`src/rtl/ads_pkg.sv`:
```
package ads_pkg;

    typedef enum logic [2:0] {
        S_IDLE,
        S_DWELL_A,
        S_DWELL_B,
        S_DECIDE,
        S_HOLD
    } ads_state_e;

    typedef struct packed {
        logic single;
        logic use_side;
    } ads_cfg_t;

endpackage

```
`src/rtl/ads_sidelobe_sum.sv`:
```
module ads_sidelobe_sum #(
    parameter int SAMP_W = 8,
    parameter int SIDE   = 3,
    parameter int SUM_W  = 11
) (
    input  logic [(2*SIDE+3)*SAMP_W-1:0] taps_i,
    output logic [SUM_W-1:0]             sum_o
);
    localparam int NSIDE = 2 * SIDE;

    logic [SAMP_W-1:0] side_v [NSIDE];

    // Left flank: taps 0..SIDE-1; right flank: past the three peak taps.
    for (genvar k = 0; k < NSIDE; k++) begin : g_side
        localparam int TAP = (k < SIDE) ? k : k + 3;
        assign side_v[k] = taps_i[TAP*SAMP_W +: SAMP_W];
    end

    always_comb begin
        sum_o = '0;
        for (int k = 0; k < NSIDE; k++) begin
            sum_o = sum_o + SUM_W'(side_v[k]);
        end
    end

endmodule

```
`src/rtl/ads_dwell_acc.sv`:
```
module ads_dwell_acc #(
    parameter int SUM_W      = 11,
    parameter int ACC_W      = 15,
    parameter int BLOCK_SYMS = 16
) (
    input  logic             clk,
    input  logic             rst_n,
    input  logic             clr_i,
    input  logic             en_i,
    input  logic             sym_i,
    input  logic [SUM_W-1:0] sum_i,
    output logic [ACC_W-1:0] total_o
);
    localparam int CNT_W = $clog2(BLOCK_SYMS + 1);

    logic [CNT_W-1:0] cnt_q;
    logic [ACC_W-1:0] acc_q;
    logic             take;

    assign take    = en_i && sym_i && (cnt_q < CNT_W'(BLOCK_SYMS));
    assign total_o = acc_q + (take ? ACC_W'(sum_i) : '0);

    always_ff @(posedge clk or negedge rst_n) begin
        if (!rst_n) begin
            cnt_q <= '0;
            acc_q <= '0;
        end else if (clr_i) begin
            cnt_q <= '0;
            acc_q <= '0;
        end else if (take) begin
            cnt_q <= cnt_q + 1'b1;
            acc_q <= total_o;
        end
    end

    // block length bound and no wrap of the running sum
    p_block_len_r5: assert property (@(posedge clk) disable iff (!rst_n)
        cnt_q <= CNT_W'(BLOCK_SYMS));
    p_no_overflow_r5: assert property (@(posedge clk) disable iff (!rst_n)
        !clr_i |=> (acc_q >= $past(acc_q)));

endmodule

```
`src/rtl/ads_pick.sv`:
```
module ads_pick #(
    parameter int MET_W = 16
) (
    input  logic             single_i,
    input  logic [MET_W-1:0] m0_i,
    input  logic [MET_W-1:0] m1_i,
    output logic             pick_o
);
    // strict less-than: equal metrics keep antenna 0
    always_comb begin
        if (single_i) pick_o = 1'b0;
        else          pick_o = (m1_i < m0_i);
    end
endmodule

```
`src/rtl/ads_ctrl.sv`:
```
module ads_ctrl
    import ads_pkg::*;
(
    input  logic     clk,
    input  logic     rst_n,
    input  logic     acq_start_i,
    input  logic     single_i,
    input  logic     msel_i,
    input  logic     dwell_done_i,
    output logic     in_dwell_o,
    output logic     capture_o,
    output logic     decide_o,
    output logic     hold_o,
    output ads_cfg_t cfg_o
);
    ads_state_e state_q, state_d;
    ads_cfg_t   cfg_q;

    always_ff @(posedge clk or negedge rst_n) begin
        if (!rst_n) begin
            state_q <= S_IDLE;
            cfg_q   <= '0;
        end else begin
            state_q <= state_d;
            if (acq_start_i) begin
                cfg_q.single   <= single_i;
                cfg_q.use_side <= msel_i;
            end
        end
    end

    always_comb begin
        state_d = state_q;
        if (acq_start_i) begin
            state_d = S_DWELL_A;
        end else begin
            unique case (state_q)
                S_IDLE:    state_d = S_IDLE;
                S_DWELL_A: if (dwell_done_i) state_d = cfg_q.single ? S_DECIDE : S_DWELL_B;
                S_DWELL_B: if (dwell_done_i) state_d = S_DECIDE;
                S_DECIDE:  state_d = S_HOLD;
                S_HOLD:    state_d = S_HOLD;
                default:   state_d = S_IDLE;
            endcase
        end
    end

    always_comb begin
        in_dwell_o = (state_q == S_DWELL_A) || (state_q == S_DWELL_B);
        capture_o  = in_dwell_o && dwell_done_i && !acq_start_i;
        decide_o   = (state_q == S_DECIDE);
        hold_o     = (state_q == S_HOLD);
        cfg_o      = cfg_q;
    end

    // a decision cycle is always preceded by a dwell capture
    p_decide_after_capture_r8: assert property (@(posedge clk) disable iff (!rst_n)
        decide_o |-> $past(capture_o));
    // configuration moves only on a start pulse
    p_cfg_frozen_r9: assert property (@(posedge clk) disable iff (!rst_n)
        !acq_start_i |=> $stable(cfg_o));

endmodule

```
`src/rtl/ant_div_sel.sv`:
```
module ant_div_sel
    import ads_pkg::*;
#(
    parameter int SAMP_W     = 8,
    parameter int SIDE       = 3,
    parameter int BLOCK_SYMS = 16,
    parameter int PV_W       = 16
) (
    input  logic                          clk,
    input  logic                          rst_n,
    input  logic                          acq_start,
    input  logic                          single_ant,
    input  logic                          metric_sel,
    input  logic                          sym_valid,
    input  logic [(2*SIDE+3)*SAMP_W-1:0]  corr_taps,
    input  logic                          dwell_done,
    input  logic                          dwell_ant,
    input  logic [PV_W-1:0]               pvar_in,
    output logic                          sel_ant,
    output logic                          sel_valid,
    output logic [((SAMP_W+$clog2(2*SIDE*BLOCK_SYMS+1))>PV_W ? (SAMP_W+$clog2(2*SIDE*BLOCK_SYMS+1)) : PV_W)-1:0] metric_a0,
    output logic [((SAMP_W+$clog2(2*SIDE*BLOCK_SYMS+1))>PV_W ? (SAMP_W+$clog2(2*SIDE*BLOCK_SYMS+1)) : PV_W)-1:0] metric_a1
);
    localparam int MAXS    = (1 << SAMP_W) - 1;
    localparam int SUM_W   = $clog2(2 * SIDE * MAXS + 1);
    localparam int ACC_W   = $clog2(2 * SIDE * BLOCK_SYMS * MAXS + 1);
    localparam int MET_W   = $bits(metric_a0);
    localparam int NUM_ANT = 2;

    logic                in_dwell, capture, decide, hold;
    ads_cfg_t            cfg;
    logic [SUM_W-1:0]    sym_sum;
    logic [ACC_W-1:0]    dwell_total;
    logic [ACC_W-1:0]    side_q [NUM_ANT];
    logic [PV_W-1:0]     pv_q   [NUM_ANT];
    logic [MET_W-1:0]    cand   [NUM_ANT];
    logic                pick;

    ads_ctrl u_ctrl (
        .clk          (clk),
        .rst_n        (rst_n),
        .acq_start_i  (acq_start),
        .single_i     (single_ant),
        .msel_i       (metric_sel),
        .dwell_done_i (dwell_done),
        .in_dwell_o   (in_dwell),
        .capture_o    (capture),
        .decide_o     (decide),
        .hold_o       (hold),
        .cfg_o        (cfg)
    );

    ads_sidelobe_sum #(.SAMP_W(SAMP_W), .SIDE(SIDE), .SUM_W(SUM_W)) u_side (
        .taps_i (corr_taps),
        .sum_o  (sym_sum)
    );

    ads_dwell_acc #(.SUM_W(SUM_W), .ACC_W(ACC_W), .BLOCK_SYMS(BLOCK_SYMS)) u_acc (
        .clk     (clk),
        .rst_n   (rst_n),
        .clr_i   (acq_start || capture),
        .en_i    (in_dwell),
        .sym_i   (sym_valid),
        .sum_i   (sym_sum),
        .total_o (dwell_total)
    );

    for (genvar a = 0; a < NUM_ANT; a++) begin : g_slot
        always_ff @(posedge clk or negedge rst_n) begin
            if (!rst_n) begin
                side_q[a] <= '0;
                pv_q[a]   <= '0;
            end else if (acq_start) begin
                side_q[a] <= '0;
                pv_q[a]   <= '0;
            end else if (capture && (dwell_ant == 1'(a))) begin
                side_q[a] <= dwell_total;
                pv_q[a]   <= pvar_in;
            end
        end
        assign cand[a] = cfg.use_side ? MET_W'(side_q[a]) : MET_W'(pv_q[a]);
    end

    ads_pick #(.MET_W(MET_W)) u_pick (
        .single_i (cfg.single),
        .m0_i     (cand[0]),
        .m1_i     (cand[1]),
        .pick_o   (pick)
    );

    always_ff @(posedge clk or negedge rst_n) begin
        if (!rst_n) begin
            sel_ant   <= 1'b0;
            sel_valid <= 1'b0;
            metric_a0 <= '0;
            metric_a1 <= '0;
        end else if (acq_start) begin
            sel_ant   <= 1'b0;
            sel_valid <= 1'b0;
            metric_a0 <= '0;
            metric_a1 <= '0;
        end else if (decide) begin
            sel_ant   <= pick;
            sel_valid <= 1'b1;
            metric_a0 <= cand[0];
            metric_a1 <= cand[1];
        end else begin
            sel_valid <= 1'b0;
        end
    end

    // single-cycle pulse, two cycles after the deciding strobe
    p_pulse_r8: assert property (@(posedge clk) disable iff (!rst_n)
        sel_valid |=> !sel_valid);
    p_pulse_timing_r8: assert property (@(posedge clk) disable iff (!rst_n)
        sel_valid |-> $past(dwell_done, 2));
    // result frozen while holding
    p_hold_stable_r8: assert property (@(posedge clk) disable iff (!rst_n)
        (hold && !acq_start) |=> ($stable(sel_ant) && $stable(metric_a0) && $stable(metric_a1)));
    // choosing antenna 1 needs a strictly smaller metric
    p_tie_to_zero_r6: assert property (@(posedge clk) disable iff (!rst_n)
        (sel_valid && sel_ant) |-> (metric_a1 < metric_a0));
    // single-antenna mode never picks antenna 1
    p_single_r7: assert property (@(posedge clk) disable iff (!rst_n)
        (sel_valid && cfg.single) |-> !sel_ant);
    // strobes in HOLD produce no new decision
    p_hold_ignores_r11: assert property (@(posedge clk) disable iff (!rst_n)
        (hold && !acq_start) |=> !sel_valid);

endmodule

```
`config.mk`:
```
export PLATFORM = sky130hd
export DESIGN_NAME = ant_div_sel
export DESIGN_NICKNAME = d
export VERILOG_FILES = /design/src/rtl/ads_pkg.sv /design/src/rtl/ads_sidelobe_sum.sv /design/src/rtl/ads_dwell_acc.sv /design/src/rtl/ads_pick.sv /design/src/rtl/ads_ctrl.sv /design/src/rtl/ant_div_sel.sv
export SDC_FILE = /design/constraint.sdc
export NUM_CORES = 1
export LEC_CHECK = 0
export ABC_AREA = 1
export BUFFER_PORTS_ARGS = -buffer_cell sky130_fd_sc_hd__buf_2
export CAP_MARGIN = 5
export CORE_MARGIN = 4
export CORE_UTILIZATION = 41
export DETAILED_ROUTE_END_ITERATION = 10
export GPL_TIMING_DRIVEN = 1
export PLACE_DENSITY = 0.69
export SYNTH_ARGS = -nofsm -noshare
export SYNTH_HDL_FRONTEND = slang
export SYNTH_SLANG_ARGS = --single-unit
export TNS_END_PERCENT = 10
```
`constraint.sdc`:
```
create_clock -name clk -period 5.4 [get_ports clk]
set_input_delay 1.08 -clock clk [delete_from_list [all_inputs] [get_ports clk]]
set_output_delay 1.08 -clock clk [all_outputs]
set_load 0.02 [all_outputs]
```
==> out/summary.txt <==
CTS
----------------------------------------------------------------------------------------
Root cell of the clock tree ............................................... sky130_fd_sc_hd__clkbuf_16
Longest Clk Path Bufs .....................................................            2
Number of clock sinks .....................................................          121
H-tree depth ..............................................................            4
Clock latency on the worst-skew pair ......................................      0.41 ns
CTS tree ..................................................................         done
Post-CTS Hold Buffers .....................................................            0
Number of buffers created by CTS ..........................................           17
Clock transition at path regs .............................................      0.06 ns

TIMING
----------------------------------------------------------------------------------------
Setup violators final .....................................................            5
Remaining max-slew budget at the tightest pin .............................        0.292
Worst-case clock skew .....................................................   0.00699 ns
Number of pins with negative max-slew slack in the final report ...........            0
Unrepaired setup endpoints after global routing ...........................         true
Count of final hold-check violations ......................................            0
Slack of the critical path ................................................   -0.0305 ns
Share of the clock period used by the worst path after layout .............         1.01
Worst-Margin Slew .........................................................      1.06 ns
Achievable Freq ...........................................................      184 MHz
Hold Slack ................................................................     0.469 ns
Final Critical Period .....................................................      5.43 ns
Accumulated negative setup slack ..........................................   -0.0727 ns

JOB
----------------------------------------------------------------------------------------
Maxcap violations .........................................................            0

CRITICAL PATH
----------------------------------------------------------------------------------------
Cell type of the slowest stage on the worst timing path ................... sky130_fd_sc_hd__fa_1
Capture point of the critical path ........................................ u_acc.acc_q[12]
Delay contributed by the slowest stage of the critical path ...............      0.51 ns
Startpoint type of the worst setup path ................................... primary input
Maximum fanout along the worst path .......................................            4
Worst Path Class, Setup ................................................... primary input to flip-flop
Crit end category .........................................................    flip-flop
Timing startpoint of the critical path .................................... corr_taps[8]
Required time of the worst setup path .....................................      5.68 ns
Cell depth of the worst flop-to-flop path .................................           19
Reg-to-reg critical path startpoint ....................................... u_ctrl.state_q[1]
Reg-to-reg endpoint .......................................................   side_q[25]
Setup slack, reg-to-reg ...................................................      2.69 ns
Data arrival time of the critical path ....................................      5.71 ns

FINISH
----------------------------------------------------------------------------------------
Area delta synth->final ...................................................        27.6%
Total Nets Final ..........................................................        1,257
Area of all placed cells without fillers ..................................     9720 um2
Commonest cells after routing, fill and taps aside ........................ 227 x sky130_fd_sc_hd__nand2_1, 132 x sky130_fd_sc_hd__inv_1, 121 x sky130_fd_sc_hd__dfrtp_1
Most common cell after layout, fill and taps aside ........................ sky130_fd_sc_hd__nand2_1
Share of layout cells above drive strength 1 ..............................        0.288
Antenna diodes ............................................................            0

DRT
----------------------------------------------------------------------------------------
Number of DRC markers after the initial detailed-route iteration ..........          274
Vias ......................................................................        6,576
Wire length per cell after detailed routing ...............................      13.6 um
Residual antenna-violating net count after detailed routing ...............            0
Routed vias/inst ..........................................................         4.95
Detailed-route DRC error count ............................................            0
Total wirelength of the detailed-routed design ............................    18,100 um
Router iterations before antenna repair ...................................            5

DIE
----------------------------------------------------------------------------------------
Number of placed I/O pins .................................................          130
Total Die Area ............................................................   20,800 um2
Initial cell density of the core ..........................................        0.420
Area of the placeable core ................................................   18,100 um2
Vertical die dimension ....................................................       144 um
Die W .....................................................................       144 um
Count of standard-cell rows ...............................................           49

POWER AND IR DROP
----------------------------------------------------------------------------------------
Largest voltage drop on the vdd net .......................................     0.222 mV
Total power per unit cell area ............................................   406 nW/um2
Final total power .........................................................      3950 uW
Leakage Power .............................................................   0.00517 uW

SYNTHESIS
----------------------------------------------------------------------------------------
Distinct cell type count of the synthesized netlist .......................           40
Netlist area before placement .............................................     7620 um2
Net count of the mapped netlist ...........................................        1,112
Total of flip-flops plus latches after synthesis ..........................          121
Synth Area per Inst .......................................................     8.09 um2
Primary flip-flop cell chosen by synthesis mapping ........................ sky130_fd_sc_hd__dfrtp_1
Async S/R FF share, synth .................................................         1.00
Number of warnings issued by yosys ........................................            0
Register area share after synthesis .......................................        0.397
EDFF count, synth .........................................................            0
Instance count of the mapped netlist ......................................          942

STATUS
----------------------------------------------------------------------------------------
Violated checks ........................................................... negative setup slack
Outcome ................................................................... finished, violations left

GLOBAL ROUTE
----------------------------------------------------------------------------------------
Vias in the first global route ............................................        6,649
Maximum number of pins on one net before global-route repair ..............           84
Gr ovfl total .............................................................            0
Gr usage total ............................................................        0.183
Wire length of the first global-routing pass ..............................    31,100 um
Antenna violations before repair ..........................................            0

PLACEMENT
----------------------------------------------------------------------------------------
Last weighted congestion value of the routability-driven placer ...........        0.855
Cell Area, Placed .........................................................     8690 um2
Worst setup slack after placement .........................................    -0.569 ns
Buffers on Ports ..........................................................          105
Total half-perimeter wirelength after legalization and detailed placement .    12,900 um

WORST HOLD PATH
----------------------------------------------------------------------------------------
Class of the most critical hold timing path ............................... flip-flop to flip-flop

-- Yosys cell counts (3+ instances only) --
cell type                  instances  share of area
sky130_fd_sc_hd__clkbuf_1         11         0.0054
sky130_fd_sc_hd__buf_2             7         0.0046
sky130_fd_sc_hd__nand4_1          15          0.012
sky130_fd_sc_hd__inv_1           146          0.072
sky130_fd_sc_hd__nor3_1            3         0.0020
sky130_fd_sc_hd__a21oi_1          37          0.024
sky130_fd_sc_hd__ha_1             48          0.079
sky130_fd_sc_hd__dfrtp_1         121           0.40
sky130_fd_sc_hd__buf_4             6         0.0059
sky130_fd_sc_hd__xor2_1           11          0.013
sky130_fd_sc_hd__xnor2_1           3         0.0034
sky130_fd_sc_hd__nand2_1         262           0.13
sky130_fd_sc_hd__o21ai_2           4         0.0046
sky130_fd_sc_hd__inv_2             3         0.0015
sky130_fd_sc_hd__nand2_4           4         0.0059
sky130_fd_sc_hd__a22o_1           16          0.018
sky130_fd_sc_hd__inv_4             3         0.0025
sky130_fd_sc_hd__buf_6             7          0.010
sky130_fd_sc_hd__o21ai_0          93          0.061
sky130_fd_sc_hd__fa_1             26          0.068
sky130_fd_sc_hd__nand3_1          41          0.027
sky130_fd_sc_hd__nor2_1           45          0.022
sky130_fd_sc_hd__o21ai_1           7         0.0046
-- stage by stage --
stage,util,std cells
6_report,0.536,1329
5_1_grt,0.536,1329
2_1_floorplan,-,942
4_1_cts,0.525,1327
3_3_place_gp,0.479,1292
3_5_place_dp,0.479,1292
-- how the worst min path moves through the flow --
stage                          start  slack [ns]         end  cells after the start
after floorplan             pv_q[17]        0.44    pv_q[17]                      2
after global placement     side_q[2]        0.45   side_q[2]                      2
after detailed placement    pv_q[18]        0.46    pv_q[18]                      2
after CTS                   pv_q[18]        0.47    pv_q[18]                      2
after global routing      side_q[18]        0.49  side_q[18]                      2
final                        sel_ant        0.47     sel_ant                      2
-- sequential cells by signal (all words and copies together) (netlist names) --
register        count
u_ctrl.state_q      3
u_ctrl.cfg_o        2
metric_a0          16
sel_ant             1
side_q             30
pv_q               32
u_acc.acc_q        15
sel_valid           1
metric_a1          16
u_acc.cnt_q         5
-- layer usage --
metal	up-vias	GRT usage	share of wire	routed length, um
met3	12	0.0331	0.050	896
met1	3104	0.241	0.45	8180
met5	-	0	0	0
li1	3285	-	-	-
met4	0	0.0393	0.0084	152
met2	175	0.317	0.49	8820
-- cell families after synthesis --
| kind of cell | share of synthesized area |
|---|---|
| adders and majority gates | 0.147 |
| AOI/OAI and AO/OA | 0.126 |
| and+or+nand+nor | 0.211 |
| buffers and inverters | 0.103 |
| xor gates and xnor gates | 0.0161 |
| DFF | 0.397 |
-- what timing repair did --
| item | 4_1_cts | 5_1_grt |
|---|---|---|
| endpoints found under the setup margin | 24 | 33 |
| pin swaps | 51 | 57 |
| buffers inserted | 3 | 2 |
| resized for setup | 50 | 58 |
-- worst max-delay path, delay by kind of cell --
family          cells  cell delay [ns]
buf+inv             7             0.39
simple gates       12             1.06
compound gates      4             0.50
xor+xnor            1             0.14
fa+ha+maj           7             2.55
-- power breakdown --
part           internal (uW)  leakage [uW]  switching, uW
sequential              1010       0.00164           50.4
clock                    692      0.000271            417
combinational            798       0.00326            990
-- area by class of cell --
class,count,area (um2)
Fill cell,1631,8420
Tap cell,229,287
Multi-Input combinational cell,637,4300
Clock inverter,14,150
Clock buffer,18,439
Timing Repair Buffer,157,941
Inverter,153,582
Sequential cell,121,3030
No activity file was read; power rests on OpenSTA's default activity.
